==> src/rtl/i2c_bus_clear_pkg.sv <==
package i2c_bus_clear_pkg;
  typedef enum logic [1:0] {MODE_IDLE, MODE_READ, MODE_STOP} mode_e;
  localparam logic [3:0] CODE_IDLE  = 4'h0;
  localparam logic [3:0] CODE_STOP  = 4'h3;
  localparam logic [3:0] CODE_READ  = 4'h9;
  localparam logic [3:0] CODE_STUCK = 4'hc;
  localparam int unsigned STOP_PHASES = 3;
endpackage

==> src/rtl/i2c_bus_clear_sync.sv <==
module i2c_bus_clear_sync #(
  parameter int unsigned STAGES = 2
) (
  input  logic clk_i,
  input  logic rst_ni,
  input  logic d_i,
  output logic q_o
);
  logic [STAGES-1:0] sr_q;

  generate
    if (STAGES == 1) begin : g_single
      always_ff @(posedge clk_i or negedge rst_ni) begin
        if (!rst_ni) sr_q <= '1;
        else         sr_q <= d_i;
      end
    end else begin : g_chain
      always_ff @(posedge clk_i or negedge rst_ni) begin
        if (!rst_ni) sr_q <= '1;
        else         sr_q <= {sr_q[STAGES-2:0], d_i};
      end
    end
  endgenerate

  assign q_o = sr_q[STAGES-1];
endmodule

==> src/rtl/i2c_bus_clear_tick.sv <==
module i2c_bus_clear_tick #(
  parameter int unsigned HP_W = 8
) (
  input  logic            clk_i,
  input  logic            rst_ni,
  input  logic            en_i,
  input  logic [HP_W-1:0] limit_i,
  output logic            tick_o
);
  localparam logic [HP_W-1:0] ONE = HP_W'(1);
  logic [HP_W-1:0] cnt_q;

  assign tick_o = en_i && (cnt_q == limit_i - ONE);

  always_ff @(posedge clk_i or negedge rst_ni) begin
    if (!rst_ni)      cnt_q <= '0;
    else if (!en_i)   cnt_q <= '0;
    else if (tick_o)  cnt_q <= '0;
    else              cnt_q <= cnt_q + ONE;
  end
endmodule

==> src/rtl/i2c_bus_clear_fsm.sv <==
module i2c_bus_clear_fsm
  import i2c_bus_clear_pkg::*;
#(
  parameter int unsigned DATA_BITS = 8,
  parameter int unsigned HP_W      = 8,
  parameter int unsigned CMD_W     = 8,
  parameter int unsigned RD_BIT    = 4,
  parameter int unsigned STOP_BIT  = 2
) (
  input  logic             clk_i,
  input  logic             rst_ni,
  input  logic             cmd_valid_i,
  input  logic [CMD_W-1:0] cmd_i,
  input  logic [HP_W-1:0]  half_i,
  input  logic             tick_i,
  input  logic             sda_sync_i,
  output logic             busy_o,
  output logic [HP_W-1:0]  hp_o,
  output logic             scl_oe_o,
  output logic             sda_oe_o,
  output logic [3:0]       state_o,
  output logic             err_o
);
  localparam int unsigned RD_PHASES = 2 * (DATA_BITS + 1);
  localparam int unsigned PH_RAW    = $clog2(RD_PHASES);
  localparam int unsigned PH_W      = (PH_RAW < 2) ? 2 : PH_RAW;
  localparam logic [PH_W-1:0] RD_LAST = PH_W'(RD_PHASES - 1);
  localparam logic [PH_W-1:0] ST_LAST = PH_W'(STOP_PHASES - 1);
  localparam logic [PH_W-1:0] PH_ONE  = PH_W'(1);

  mode_e           mode_q;
  logic [PH_W-1:0] ph_q;
  logic            stop_pend_q;
  logic [HP_W-1:0] hp_q;
  logic            err_q;

  logic want_rd, want_st, has_cmd, busy, accept;
  assign want_rd = cmd_i[RD_BIT];
  assign want_st = cmd_i[STOP_BIT];
  assign has_cmd = want_rd | want_st;
  assign busy    = (mode_q != MODE_IDLE);
  assign accept  = cmd_valid_i && !busy && has_cmd;

  always_ff @(posedge clk_i or negedge rst_ni) begin
    if (!rst_ni) begin
      mode_q      <= MODE_IDLE;
      ph_q        <= '0;
      stop_pend_q <= 1'b0;
      hp_q        <= HP_W'(1);
      err_q       <= 1'b0;
    end else begin
      if (cmd_valid_i && busy) err_q <= 1'b1;
      unique case (mode_q)
        MODE_IDLE: begin
          if (accept) begin
            mode_q      <= want_rd ? MODE_READ : MODE_STOP;
            ph_q        <= '0;
            stop_pend_q <= want_rd && want_st;
            hp_q        <= (half_i == '0) ? HP_W'(1) : half_i;
          end
        end
        MODE_READ: begin
          if (tick_i) begin
            if (ph_q == RD_LAST) begin
              ph_q        <= '0;
              mode_q      <= stop_pend_q ? MODE_STOP : MODE_IDLE;
              stop_pend_q <= 1'b0;
            end else begin
              ph_q <= ph_q + PH_ONE;
            end
          end
        end
        MODE_STOP: begin
          if (tick_i) begin
            if (ph_q == ST_LAST) begin
              ph_q   <= '0;
              mode_q <= MODE_IDLE;
            end else begin
              ph_q <= ph_q + PH_ONE;
            end
          end
        end
        default: mode_q <= MODE_IDLE;
      endcase
    end
  end

  // read: even phase = SCL low, odd = released; stop: low/low, rel/low, rel/rel
  always_comb begin
    scl_oe_o = 1'b0;
    sda_oe_o = 1'b0;
    state_o  = sda_sync_i ? CODE_IDLE : CODE_STUCK;
    unique case (mode_q)
      MODE_READ: begin
        scl_oe_o = ~ph_q[0];
        state_o  = CODE_READ;
      end
      MODE_STOP: begin
        scl_oe_o = (ph_q == '0);
        sda_oe_o = (ph_q != ST_LAST);
        state_o  = CODE_STOP;
      end
      default: ;
    endcase
  end

  assign busy_o = busy;
  assign hp_o   = hp_q;
  assign err_o  = err_q;
endmodule

==> src/rtl/i2c_bus_clear.sv <==
module i2c_bus_clear #(
  parameter int unsigned DATA_BITS   = 8,
  parameter int unsigned HP_W        = 8,
  parameter int unsigned CMD_W       = 8,
  parameter int unsigned RD_BIT      = 4,
  parameter int unsigned STOP_BIT    = 2,
  parameter int unsigned SYNC_STAGES = 2
) (
  input  logic             clk_i,
  input  logic             rst_ni,
  input  logic             cmd_valid_i,
  input  logic [CMD_W-1:0] cmd_i,
  input  logic [HP_W-1:0]  half_period_i,
  input  logic             sda_i,
  output logic             scl_oe_o,
  output logic             sda_oe_o,
  output logic             busy_o,
  output logic             cmd_err_o,
  output logic [3:0]       state_o
);
  logic sda_sync, tick, busy;
  logic [HP_W-1:0] hp;

  i2c_bus_clear_sync #(.STAGES(SYNC_STAGES)) u_sync (
    .clk_i (clk_i),
    .rst_ni(rst_ni),
    .d_i   (sda_i),
    .q_o   (sda_sync)
  );

  i2c_bus_clear_tick #(.HP_W(HP_W)) u_tick (
    .clk_i  (clk_i),
    .rst_ni (rst_ni),
    .en_i   (busy),
    .limit_i(hp),
    .tick_o (tick)
  );

  i2c_bus_clear_fsm #(
    .DATA_BITS(DATA_BITS),
    .HP_W     (HP_W),
    .CMD_W    (CMD_W),
    .RD_BIT   (RD_BIT),
    .STOP_BIT (STOP_BIT)
  ) u_fsm (
    .clk_i      (clk_i),
    .rst_ni     (rst_ni),
    .cmd_valid_i(cmd_valid_i),
    .cmd_i      (cmd_i),
    .half_i     (half_period_i),
    .tick_i     (tick),
    .sda_sync_i (sda_sync),
    .busy_o     (busy),
    .hp_o       (hp),
    .scl_oe_o   (scl_oe_o),
    .sda_oe_o   (sda_oe_o),
    .state_o    (state_o),
    .err_o      (cmd_err_o)
  );

  assign busy_o = busy;
endmodule

==> config.mk <==
export PLATFORM = sky130hd
export DESIGN_NAME = i2c_bus_clear
export DESIGN_NICKNAME = d
export VERILOG_FILES = /design/src/rtl/i2c_bus_clear_pkg.sv /design/src/rtl/i2c_bus_clear_sync.sv /design/src/rtl/i2c_bus_clear_tick.sv /design/src/rtl/i2c_bus_clear_fsm.sv /design/src/rtl/i2c_bus_clear.sv
export SDC_FILE = /design/constraint.sdc
export NUM_CORES = 1
export LEC_CHECK = 0
export ABC_AREA = 1
export BUFFER_PORTS_ARGS = -buffer_cell sky130_fd_sc_hd__buf_2
export CAP_MARGIN = 20
export CORE_ASPECT_RATIO = 1.5
export CORE_MARGIN = 4
export CORE_UTILIZATION = 51
export CTS_CLUSTER_DIAMETER = 60
export DETAILED_ROUTE_END_ITERATION = 6
export PLACE_DENSITY = 0.73
export SLEW_MARGIN = 20
export SYNTH_ARGS = -nofsm -noshare
export SYNTH_HDL_FRONTEND = slang
export SYNTH_SLANG_ARGS = --single-unit
export TNS_END_PERCENT = 100
==> constraint.sdc <==
create_clock -name clk_i -period 2.4 [get_ports clk_i]
set_input_delay 0.12 -clock clk_i [delete_from_list [all_inputs] [get_ports clk_i]]
set_output_delay 0.12 -clock clk_i [all_outputs]
set_load 0.02 [all_outputs]
==> summary.txt, run 1 <==
Area growth, synth to finish: 12.87%
Synthesis Warnings: 0
crit-path leading delay family: simple AND/OR/NAND/NOR gates
nets: 289
Final Cycle Share: 0.8400
ratio of cells with drive above 1 in the final layout: 0.1550
post-synth top area share: 0.3491
first-pass GRT wire length: 6.451 mm
kind of critical path: reg -> reg
Clock transition at path regs: 0.09 ns
Layout fillers: 324
fin. max-slew vios: 0
Via density: 5.107
routed via count: 1,522
Pleak: 1.035 nW
leading area contributor after synthesis: dfrtp_1
Mapped Area: 0.001720 sq mm
Worst slew margin: 0.6138
final hold violations: 0
Rows: 25
Routed Antenna Nets: 0
initial antenna violation count: 0
clock sink count: 27
CTS Root Cell: clkbuf_8
maximum vdd ir drop: 1.080 mV
final wirelength: 3.546 mm
all-layer global routing usage: 0.1819
HPWL Detailed: 2.829 mm
Tightest Pin Transition: 0.5792 ns
# diodes: 0
Avg Synthesized Cell Area: 7.416 sq um
Skew-Pair Late Insertion Delay: 0.27 ns
final number of setup-violating endpoints: 0
Die Y: 79.14 um
I/O pin count: 28
clk buf depth: 2
Max-Cap Viols: 0
RePlAce Congestion: 0.8483
slowest stage delay, CP: 0.56 ns
register bit total from synthesis: 27
Die X: 55.42 um
Post-CTS Setup Repair Bufs: 0
most common cell after layout, fill and taps aside: nand2_1
crit path cell chain: inv_1 -> ha_1 -> inv_1 -> nand2_1 -> nand2_1 -> nand2_1 -> nand2_1 -> nand3_1 -> nor2_2 -> nand3_2 -> nand2_1 -> inv_2 -> nand3b_1 -> inv_1
Unique masters post-synth: 25
H-tree levels: 1
worst path bufs/invs: 4
largest net degree at the start of global routing: 28
number of port buffers: 21
TritonCTS clock tree: done
max frequency: 496.0 MHz
die area: 0.004386 sq mm
Crit path top cell by count: nand2_1
clk_skew: 0.005339 ns
Setup crit end kind: flop
fin util: 0.6086
vias in the first global route: 1,559
unrepaired setup endpoints after global routing: no
top post-synthesis cells by area: dfrtp_1 (35%), nand2_1 (14%), inv_1 (7.6%)
drc violations: 0
critical path's slowest cell: dfstp_2
TritonCTS buffer count: 3
DR WL/cell: 11.90 um
pwr dens: 1115 mW/mm^2
Seq/Total Area, Yosys: 0.3949
min-delay worst type: in -> reg
core area: 0.003191 sq mm
Critical Path Fanout Max: 6
DR pass1 iterations: 4
synthesized instance count: 232
Initial DRC Count: 27
setup TNS: 0 ns
Tmin final: 2.016 ns
total congestion overflow: 0
CP required: 2.57 ns
CP startpoint kind: flop
post_cts resized: 0
total power: 2.166 mW
status: completed
initial core utilization: 0.5392
syn_nets: 262
Worst EP arrival: 2.19 ns
WHS: 0.05941 ns
commonest non-fill, non-tap cells in the layout: nand2_1 (65), inv_1 (35), nand3_1 (24), dfrtp_1 (24), buf_2 (21)
final timing paths:
path	startpoint	end	slack, ns	cells after the start
worst max-delay path	u_fsm.hp_o[0]$_DFFE_PN1P_	u_tick.cnt_q[5]$_DFF_PN0_	0.38	14
worst min-delay path	half_period_i[7]	u_fsm.hp_o[7]$_DFFE_PN0P_	0.06	3
worst max register to register	u_fsm.hp_o[0]$_DFFE_PN1P_	u_tick.cnt_q[5]$_DFF_PN0_	0.38	14
worst min register to register	u_sync.sr_q[0]$_DFF_PN1_	u_sync.sr_q[1]$_DFF_PN1_	0.36	0
max in group asynchronous	rst_ni	u_sync.sr_q[1]$_DFF_PN1_	1.64	2
min in group asynchronous	rst_ni	u_fsm.hp_o[3]$_DFFE_PN0P_	0.37	2
flip-flops by register name, indices dropped and copies added (netlist names):
name and count:
u_sync.sr_q 2, u_fsm.err_o 1, u_fsm.ph_q 5, u_fsm.mode_q 2, u_fsm.hp_o 8, u_fsm.stop_pend_q 1
u_tick.cnt_q 8
report_power, final:
part | switching, mW | internal [mW] | total, mW
Combinational | 0.776 | 0.410 | 1.19
Sequential | 0.145 | 0.582 | 0.726
Clock | 0.137 | 0.116 | 0.253
Total | 1.06 | 1.11 | 2.17
cells in the mapped netlist, drive strengths merged:
| master | n |
|---|---|
| nand2 | 69 |
| o21ai | 17 |
| nor4 | 1 |
| clkbuf | 2 |
| ha | 10 |
| a41oi | 1 |
| nand3b | 4 |
| dfstp | 3 |
| nor2 | 21 |
| inv | 37 |
| xnor2 | 2 |
| nand4 | 5 |
| o22ai | 1 |
| nand3 | 25 |
| a21o | 1 |
| dfrtp | 24 |
| xor2 | 5 |
| o211ai | 4 |
metrics by stage:
stage	cells	instance area (sq um)	setup WS [ns]
floorplan	232	1720	0.5935
global placement	292	1876	0.4122
detailed placement	292	1876	0.4095
CTS	298	1942	0.3867
global route	298	1942	0.1691
finish	298	1942	0.3840
area by class of cell:
class                   count  area (sq um)  share of cell area
multi-input cells         166         894.6              0.4607
clock buffers               3         41.29             0.02126
inverters                  37         138.9             0.07152
flip-flops and latches     27         679.4              0.3499
well taps                  40         50.05             0.02577
repair buffers             24         132.6             0.06830
clock inverters             1         5.005            0.002577
cells by family (layout without fill, tap and decap cells):
group | after synthesis | after routing | share of synthesized area
adder cells (fa/ha/maj) | 10 | 10 | 0.07273
AO/OA/AOI/OAI | 24 | 24 | 0.08000
buffers and inverters | 39 | 65 | 0.08510
XOR/XNOR | 7 | 7 | 0.03564
flip-flops | 27 | 27 | 0.3949
AND/OR/NAND/NOR | 125 | 125 | 0.3316
layer usage:
layer / GRT usage / part of all wire
met5: 0 / 0
met4: 0.08273 / 0.021
met3: 0.01138 / 0.028
met2: 0.3519 / 0.54
met1: 0.1986 / 0.41
what timing repair did:
| action | 4_1_cts | 5_1_grt |
|---|---|---|
| endpoints found under the setup margin | 0 | 0 |
| hold endpoints to repair | 25 | 0 |
| hold buffers | 2 | 0 |
worst reg2reg max path: cells and delay by family, from the launching register on:
kind	cells	cell delay [ns]
adder cells (fa/ha/maj)	1	0.27
buffers and inverters	4	0.30
flip-flops	1	0.56
AND/OR/NAND/NOR	9	0.78
Power figures use the tool's default switching activity.
==> run 2, diff against run 1 <==
--- a/config.mk
+++ b/config.mk
@@ -5,7 +5,7 @@
 export SDC_FILE = /design/constraint.sdc
 export NUM_CORES = 1
 export LEC_CHECK = 0
-export ABC_AREA = 1
+export ABC_AREA = 0
 export BUFFER_PORTS_ARGS = -buffer_cell sky130_fd_sc_hd__buf_2
 export CAP_MARGIN = 20
 export CORE_ASPECT_RATIO = 1.5
==> constraint.sdc (replaced) <==
create_clock -name clk_i -period 2 [get_ports clk_i]
set_input_delay 0.1 -clock clk_i [delete_from_list [all_inputs] [get_ports clk_i]]
set_output_delay 0.1 -clock clk_i [all_outputs]
set_load 0.02 [all_outputs]
==> run 2 against run 1 <==
  * The flow now finishes with violations (setup timing)
  * Non-clock buffer count is 29 higher
  * First-iteration DRC count grew 52%
  * Clock skew rose by 0.00067 ns
  * Design area grew 16%
  * Power grew 47%
  * Largest power group unchanged
==> summary.txt, run 2 <==
Via density: 5.693 (was 5.107)
fin. max-slew vios: 0 (unchanged)
clk_skew: 0.006010 ns (was 0.005339 ns)
vias in the first global route: 1,541 (was 1,559)
register bit total from synthesis: 27 (unchanged)
CP required: 2.17 ns (was 2.57 ns)
Final Cycle Share: 1.157 (was 0.8400)
first-pass GRT wire length: 6.789 mm (was 6.451 mm)
number of port buffers: 21 (unchanged)
commonest non-fill, non-tap cells in the layout: buf_4 (29), dfrtp_1 (24), buf_2 (21) (was nand2_1 (65), inv_1 (35), nand3_1 (24), dfrtp_1 (24), buf_2 (21))
clock sink count: 27 (unchanged)
I/O pin count: 28 (unchanged)
synthesized instance count: 170 (was 232)
routed via count: 1,503 (was 1,522)
most common cell after layout, fill and taps aside: buf_4 (was nand2_1)
largest net degree at the start of global routing: 28 (unchanged)
drc violations: 0 (unchanged)
final wirelength: 4.179 mm (was 3.546 mm)
Layout fillers: 237 (was 324)
critical path's slowest cell: dfstp_2 (unchanged)
Worst EP arrival: 2.49 ns (was 2.19 ns)
Post-synth EDFFs: 0 (unchanged)
DR pass1 iterations: 4 (unchanged)
H-tree levels: 1 (unchanged)
post-route setup slack: -0.3138 ns (was 0.3840 ns)
core area: 0.003191 sq mm (unchanged)
Die Y: 79.11 um (was 79.14 um)
final hold violations: 0 (unchanged)
ratio of cells with drive above 1 in the final layout: 0.4241 (was 0.1550)
Die X: 55.41 um (was 55.42 um)
leading area contributor after synthesis: dfrtp_1 (unchanged)
# diodes: 0 (unchanged)
final number of setup-violating endpoints: 16 (was 0)
CTS Root Cell: clkbuf_8 (unchanged)
Max-Cap Viols: 0 (unchanged)
Async SR Flop Fraction: 1.000 (unchanged)
Pint: 1.813 mW (was 1.109 mW)
ys flop type: dfrtp_1 (unchanged)
Tightest Pin Transition: 0.6171 ns (was 0.5792 ns)
most frequent cell after synthesis: dfrtp_1 (was nand2_1)
slowest stage delay, CP: 0.55 ns (was 0.56 ns)
Mapped Area: 0.001719 sq mm (was 0.001720 sq mm)
die area: 0.004383 sq mm (was 0.004386 sq mm)
Worst slew margin: 0.5843 (was 0.6138)
CP startpoint kind: flop (unchanged)
total congestion overflow: 0 (unchanged)
Avg Synthesized Cell Area: 10.11 sq um (was 7.416 sq um)
crit path cell chain: inv_2 -> ha_4 -> o21bai_4 -> a2111oi_4 -> a311oi_4 -> a211oi_4 -> o21a_2 -> mux2_4 (was inv_1 -> ha_1 -> inv_1 -> nand2_1 -> nand2_1 -> nand2_1 -> nand2_1 -> nand3_1 -> nor2_2 -> nand3_2 -> nand2_1 -> inv_2 -> nand3b_1 -> inv_1)
TritonCTS clock tree: done (unchanged)
Sequential Power Share: 0.277 (was 0.335)
min-delay worst type: in -> reg (unchanged)
fin util: 0.7075 (was 0.6086)
total power: 3.177 mW (was 2.166 mW)
Critical Path Fanout Max: 5 (was 6)
initial antenna violation count: 0 (unchanged)
status: complete, but fails checks (was completed)
nets: 255 (was 289)
all-layer global routing usage: 0.1924 (was 0.1819)
Clock transition at path regs: 0.09 ns (about the same)
Initial DRC Count: 41 (was 27)
Synthesis Warnings: 0 (unchanged)
post-synth top area share: 0.3493 (was 0.3491)
Area growth, synth to finish: 31.30% (was 12.87%)
clock power share: 0.098 (was 0.117)
Rows: 25 (unchanged)
pwr dens: 1408 mW/mm^2 (was 1115 mW/mm^2)
top post-synthesis cells by area: dfrtp_1 (35%), ha_1 (7.3%), dfstp_2 (4.6%) (was dfrtp_1 (35%), nand2_1 (14%), inv_1 (7.6%))
TritonCTS buffer count: 3 (unchanged)
Switch Pwr: 1.364 mW (was 1.057 mW)
unrepaired setup endpoints after global routing: yes (was no)
clk buf depth: 2 (unchanged)
Seq/Total Area, Yosys: 0.3952 (was 0.3949)
HPWL Detailed: 3.051 mm (was 2.829 mm)
RePlAce Congestion: 0.8242 (was 0.8483)
Unique masters post-synth: 48 (was 25)
initial core utilization: 0.5388 (was 0.5392)
Pleak: 1.032 nW (was 1.035 nW)
setup TNS: -3.909 ns (was 0 ns)
maximum vdd ir drop: 0.8938 mV (was 1.080 mV)
Tmin final: 2.314 ns (was 2.016 ns)
Post-Place Setup Slack: -0.3073 ns (was 0.4095 ns)
kind of critical path: reg -> reg (unchanged)
Sw Ratio: 0.4294 (was 0.4882)
top post-synthesis cells by count: dfrtp_1 (24), nor2_1 (13), inv_1 (12) (was nand2_1 (65), inv_1 (35), dfrtp_1 (24), nand3_1 (24), nor2_1 (17))
max frequency: 432.2 MHz (was 496.0 MHz)
Skew-Pair Late Insertion Delay: 0.28 ns (was 0.27 ns)
Routed Antenna Nets: 0 (unchanged)
violations in the final reports: setup timing
syn_nets: 200 (was 262)
DR WL/cell: 15.83 um (was 11.90 um)
Setup crit end kind: flop (unchanged)
combinational share of power: 0.625 (was 0.548)
==> run 2: cell types whose count changed in the layout (fill, tap and decap cells not counted), sizes merged, moves of 5 or more <==
| cell | before | now |
|---|---|---|
| nand2 | 69 | 5 |
| buf | 22 | 51 |
| inv | 37 | 12 |
| nand3 | 25 | 6 |
| mux2 | 0 | 9 |
| nor3 | 0 | 9 |
| nor2 | 21 | 13 |
| o21ai | 17 | 10 |
| and3 | 0 | 5 |
| xnor2 | 2 | 7 |
==> run 2: cell families (layout without fill, tap and decap cells) <==
family | after synthesis | in the layout | share of synthesized area
AO/OA/AOI/OAI | 37 | 37 | 0.1674
buffers and inverters | 15 | 69 | 0.03784
adder cells (fa/ha/maj) | 10 | 10 | 0.07278
AND/OR/NAND/NOR | 55 | 55 | 0.1754
XOR/XNOR | 15 | 15 | 0.07642
flip-flops | 27 | 27 | 0.3952
multiplexers | 11 | 11 | 0.07497
==> run 2: per-stage QoR <==
step,area (sq um),hold WS (ns),std cells
2_1_floorplan,1743,-0.1956,170
3_3_place_gp,2059,0.1304,253
3_5_place_dp,2059,0.1397,253
4_1_cts,2198,0.06631,262
5_1_grt,2257,0.07516,264
6_report,2257,0.07221,264
==> run 2: repair_timing <==
item	4_1_cts	5_1_grt
setup endpoints to repair	16	16
hold buffers	2	0
pin swaps	6	5
gates resized for setup	11	12
hold endpoints to repair	25	0
setup buffers	3	2
cloned	0	0
==> run 2: path summary, 6_finish.rpt <==
kind                                      startpoint                     endpoint  slack, ns  depth (start not counted)
min in group asynchronous                     rst_ni    u_tick.cnt_q[7]$_DFF_PN0_       0.35                          2
min                                 half_period_i[3]    u_fsm.hp_o[3]$_DFFE_PN0P_       0.07                          2
max reg2reg                u_fsm.hp_o[0]$_DFFE_PN1P_  u_fsm.mode_q[1]$_DFFE_PN0P_      -0.31                          8
max                        u_fsm.hp_o[0]$_DFFE_PN1P_  u_fsm.mode_q[1]$_DFFE_PN0P_      -0.31                          8
min reg2reg                 u_sync.sr_q[0]$_DFF_PN1_     u_sync.sr_q[1]$_DFF_PN1_       0.36                          0
max in group asynchronous                     rst_ni    u_fsm.hp_o[7]$_DFFE_PN0P_       1.27                          2
==> run 2: final cells by class <==
cell class                      instances  area, sq um  share of cell area
Tap cell                               40        50.05             0.02217
Multi-Input combinational cell        128         1082              0.4795
Sequential cell                        27        679.4              0.3010
Inverter                               12        45.04             0.01996
Clock buffer                            3        41.29             0.01829
Clock inverter                          1        5.005            0.002217
Timing Repair Buffer                   53        354.1              0.1569
==> run 2: power groups by stage <==
stage                     Sequential, mW  Combinational (mW)  Clock [mW]
final                              0.881                1.98       0.311
after global routing               0.903                2.15       0.342
after CTS                          0.882                1.87       0.321
after detailed placement           0.886                1.74           0
after global placement             0.879                1.67           0
after floorplan                    0.891                1.12           0
==> run 2: worst max-delay path, delay by kind of cell, from the launching register on <==
| kind | cells | cell delay (ns) |
|---|---|---|
| AO/OA/AOI/OAI | 5 | 1.17 |
| flip-flops | 1 | 0.55 |
| multiplexers | 1 | 0.29 |
| buffers and inverters | 1 | 0.05 |
| adder cells (fa/ha/maj) | 1 | 0.16 |
==> run 2: per-layer routing <==
metal	GRT usage	share of wire	wire [um]
met1	0.2046	0.36	1487
met2	0.3697	0.59	2458
met3	0.02114	0.031	131
met4	0.09246	0.024	102
met5	0	0	0
==> run 3, diff against run 2 <==
--- a/config.mk
+++ b/config.mk
@@ -13,7 +13,7 @@
 export CORE_UTILIZATION = 51
 export CTS_CLUSTER_DIAMETER = 60
 export DETAILED_ROUTE_END_ITERATION = 6
-export PLACE_DENSITY = 0.73
+export PLACE_DENSITY_LB_ADDON = 0.05
 export SLEW_MARGIN = 20
 export SYNTH_ARGS = -nofsm -noshare
 export SYNTH_HDL_FRONTEND = slang
==> run 3 against run 2 <==
  * The flow still finishes with violations (setup timing)
  * Hold slack worse by 0.0036 ns
  * Setup slack worse by 0.052 ns
  * Global-route usage is 0.64 points higher
  * Largest cell class unchanged
==> summary.txt, run 3 (synthesized netlist as in run 2, its figures left out) <==
Via density: 5.575 (was 5.693)
clk_skew: 0.009025 ns (was 0.006010 ns)
total congestion overflow: 0 (unchanged)
clock sink count: 27 (unchanged)
Worst slew margin: 0.5949 (was 0.5843)
kind of critical path: reg -> reg (unchanged)
Layout fillers: 247 (was 237)
Clock transition at path regs: 0.09 ns (about the same)
H-tree levels: 1 (unchanged)
HPWL Detailed: 3.067 mm (was 3.051 mm)
final hold violations: 0 (unchanged)
DR WL/cell: 15.36 um (was 15.83 um)
number of port buffers: 21 (unchanged)
TritonCTS clock tree: done (unchanged)
post-route setup slack: -0.3658 ns (was -0.3138 ns)
Rows: 25 (unchanged)
Routed Antenna Nets: 0 (unchanged)
Skew-Pair Late Insertion Delay: 0.27 ns (was 0.28 ns)
Layout Cells excl Fill: 268 (was 264)
all-layer global routing usage: 0.1988 (was 0.1924)
die area: 0.004383 sq mm (unchanged)
initial antenna violation count: 0 (unchanged)
largest net degree at the start of global routing: 28 (unchanged)
Tightest Pin Transition: 0.6077 ns (was 0.6171 ns)
routed via count: 1,494 (was 1,503)
Setup crit end kind: flop (unchanged)
maximum vdd ir drop: 0.8164 mV (was 0.8938 mV)
Tmin final: 2.366 ns (was 2.314 ns)
max frequency: 422.7 MHz (was 432.2 MHz)
TritonCTS buffer count: 3 (unchanged)
nets: 259 (was 255)
final wirelength: 4.116 mm (was 4.179 mm)
core area: 0.003191 sq mm (unchanged)
Worst EP arrival: 2.52 ns (was 2.49 ns)
vias in the first global route: 1,622 (was 1,541)
violations in the final reports: setup timing (unchanged)
Initial DRC Count: 23 (was 41)
# diodes: 0 (unchanged)
Final Cycle Share: 1.183 (was 1.157)
CP startpoint kind: flop (unchanged)
Max-Cap Viols: 0 (unchanged)
pwr dens: 1392 mW/mm^2 (was 1408 mW/mm^2)
status: complete, but fails checks (unchanged)
ratio of cells with drive above 1 in the final layout: 0.3991 (was 0.4241)
RePlAce Congestion: 0.8242 (unchanged)
initial core utilization: 0.5388 (unchanged)
placed insts: 253 (unchanged)
clk buf depth: 2 (unchanged)
CTS Root Cell: clkbuf_8 (unchanged)
Die X: 55.41 um (unchanged)
Critical Path Fanout Max: 6 (was 5)
post-route cell area: 0.002282 sq mm (was 0.002257 sq mm)
DR pass1 iterations: 4 (unchanged)
dpl cell area: 0.002059 sq mm (unchanged)
min-delay worst type: in -> reg (unchanged)
Die Y: 79.11 um (unchanged)
drc violations: 0 (unchanged)
Area growth, synth to finish: 32.75% (was 31.30%)
unrepaired setup endpoints after global routing: yes (unchanged)
total power: 3.177 mW (about the same)
fin. max-slew vios: 0 (unchanged)
final number of setup-violating endpoints: 16 (unchanged)
I/O pin count: 28 (unchanged)
fin util: 0.7153 (was 0.7075)
commonest non-fill, non-tap cells in the layout: buf_4 (28), dfrtp_1 (24), buf_2 (21) (was buf_4 (29), dfrtp_1 (24), buf_2 (21))
Pleak: 1.050 nW (was 1.032 nW)
first-pass GRT wire length: 6.941 mm (was 6.789 mm)
CP required: 2.15 ns (was 2.17 ns)
most common cell after layout, fill and taps aside: buf_4 (unchanged)
## run 3: cell types whose count changed in the layout (fill, tap and decap cells not counted), sizes merged
cell	previous run	this run
buf	51	55
## run 3: final timing paths
path	startpoint	end	slack (ns)	cells after the start
min in group asynchronous	rst_ni	u_tick.cnt_q[7]$_DFF_PN0_	0.37	2
max reg2reg	u_fsm.hp_o[0]$_DFFE_PN1P_	u_fsm.mode_q[1]$_DFFE_PN0P_	-0.37	9
min reg2reg	u_sync.sr_q[0]$_DFF_PN1_	u_sync.sr_q[1]$_DFF_PN1_	0.36	0
min	cmd_valid_i	u_fsm.err_o$_DFFE_PN0P_	0.07	2
max	u_fsm.hp_o[0]$_DFFE_PN1P_	u_fsm.mode_q[1]$_DFFE_PN0P_	-0.37	9
max in group asynchronous	rst_ni	u_tick.cnt_q[5]$_DFF_PN0_	1.24	2
## run 3: report_power, final
part | internal (mW) | total (mW) | switching, mW
logic | 0.988 | 1.99 | 1.01
clock network | 0.140 | 0.306 | 0.166
registers | 0.706 | 0.877 | 0.171
## run 3: area by class of cell
type | count | area, sq um | share of cell area
multi-input cells | 128 | 1059 | 0.4638
clock inverters | 1 | 5.005 | 0.002193
inverters | 12 | 45.04 | 0.01974
flip-flops and latches | 27 | 679.4 | 0.2977
repair buffers | 57 | 402.9 | 0.1765
clock buffers | 3 | 41.29 | 0.01809
well taps | 40 | 50.05 | 0.02193
## run 3: critical path, stage by stage (launching register included)
cell,delay [ns]
dfstp_2,0.55
inv_2,0.05
ha_4,0.17
o21bai_4,0.17
a2111oi_4,0.35
a311oi_2,0.10
a211oi_4,0.27
buf_6,0.15
o21a_4,0.13
mux2_4,0.30
## run 3: repair_timing
item                                   4_1_cts  5_1_grt
setup endpoints to repair                   16       16
endpoints found under the hold margin       25        0
pin swaps                                    3       10
buffers inserted                             4        5
hold buffers                                 2        0
gates resized for setup                      5       17
## run 3: routing by layer
layer,share of wire,global-route usage,vias to the layer above
met5,0,0,-
met4,0.043,0.1460,0
met3,0.024,0.02439,15
met2,0.57,0.3803,30
met1,0.36,0.1896,725
li1,-,-,724
## run 3: metrics by stage
| stage | worst slack [ns] | hold slack, ns | TNS (ns) |
|---|---|---|---|
| 2_1_floorplan | -0.2745 | -0.1956 | -1.738 |
| 3_3_place_gp | -0.2709 | 0.1326 | -2.880 |
| 3_5_place_dp | -0.3605 | 0.1448 | -4.069 |
| 4_1_cts | -0.3389 | 0.05822 | -3.439 |
| 5_1_grt | -0.4304 | 0.07449 | -5.604 |
| 6_report | -0.3658 | 0.06859 | -4.280 |
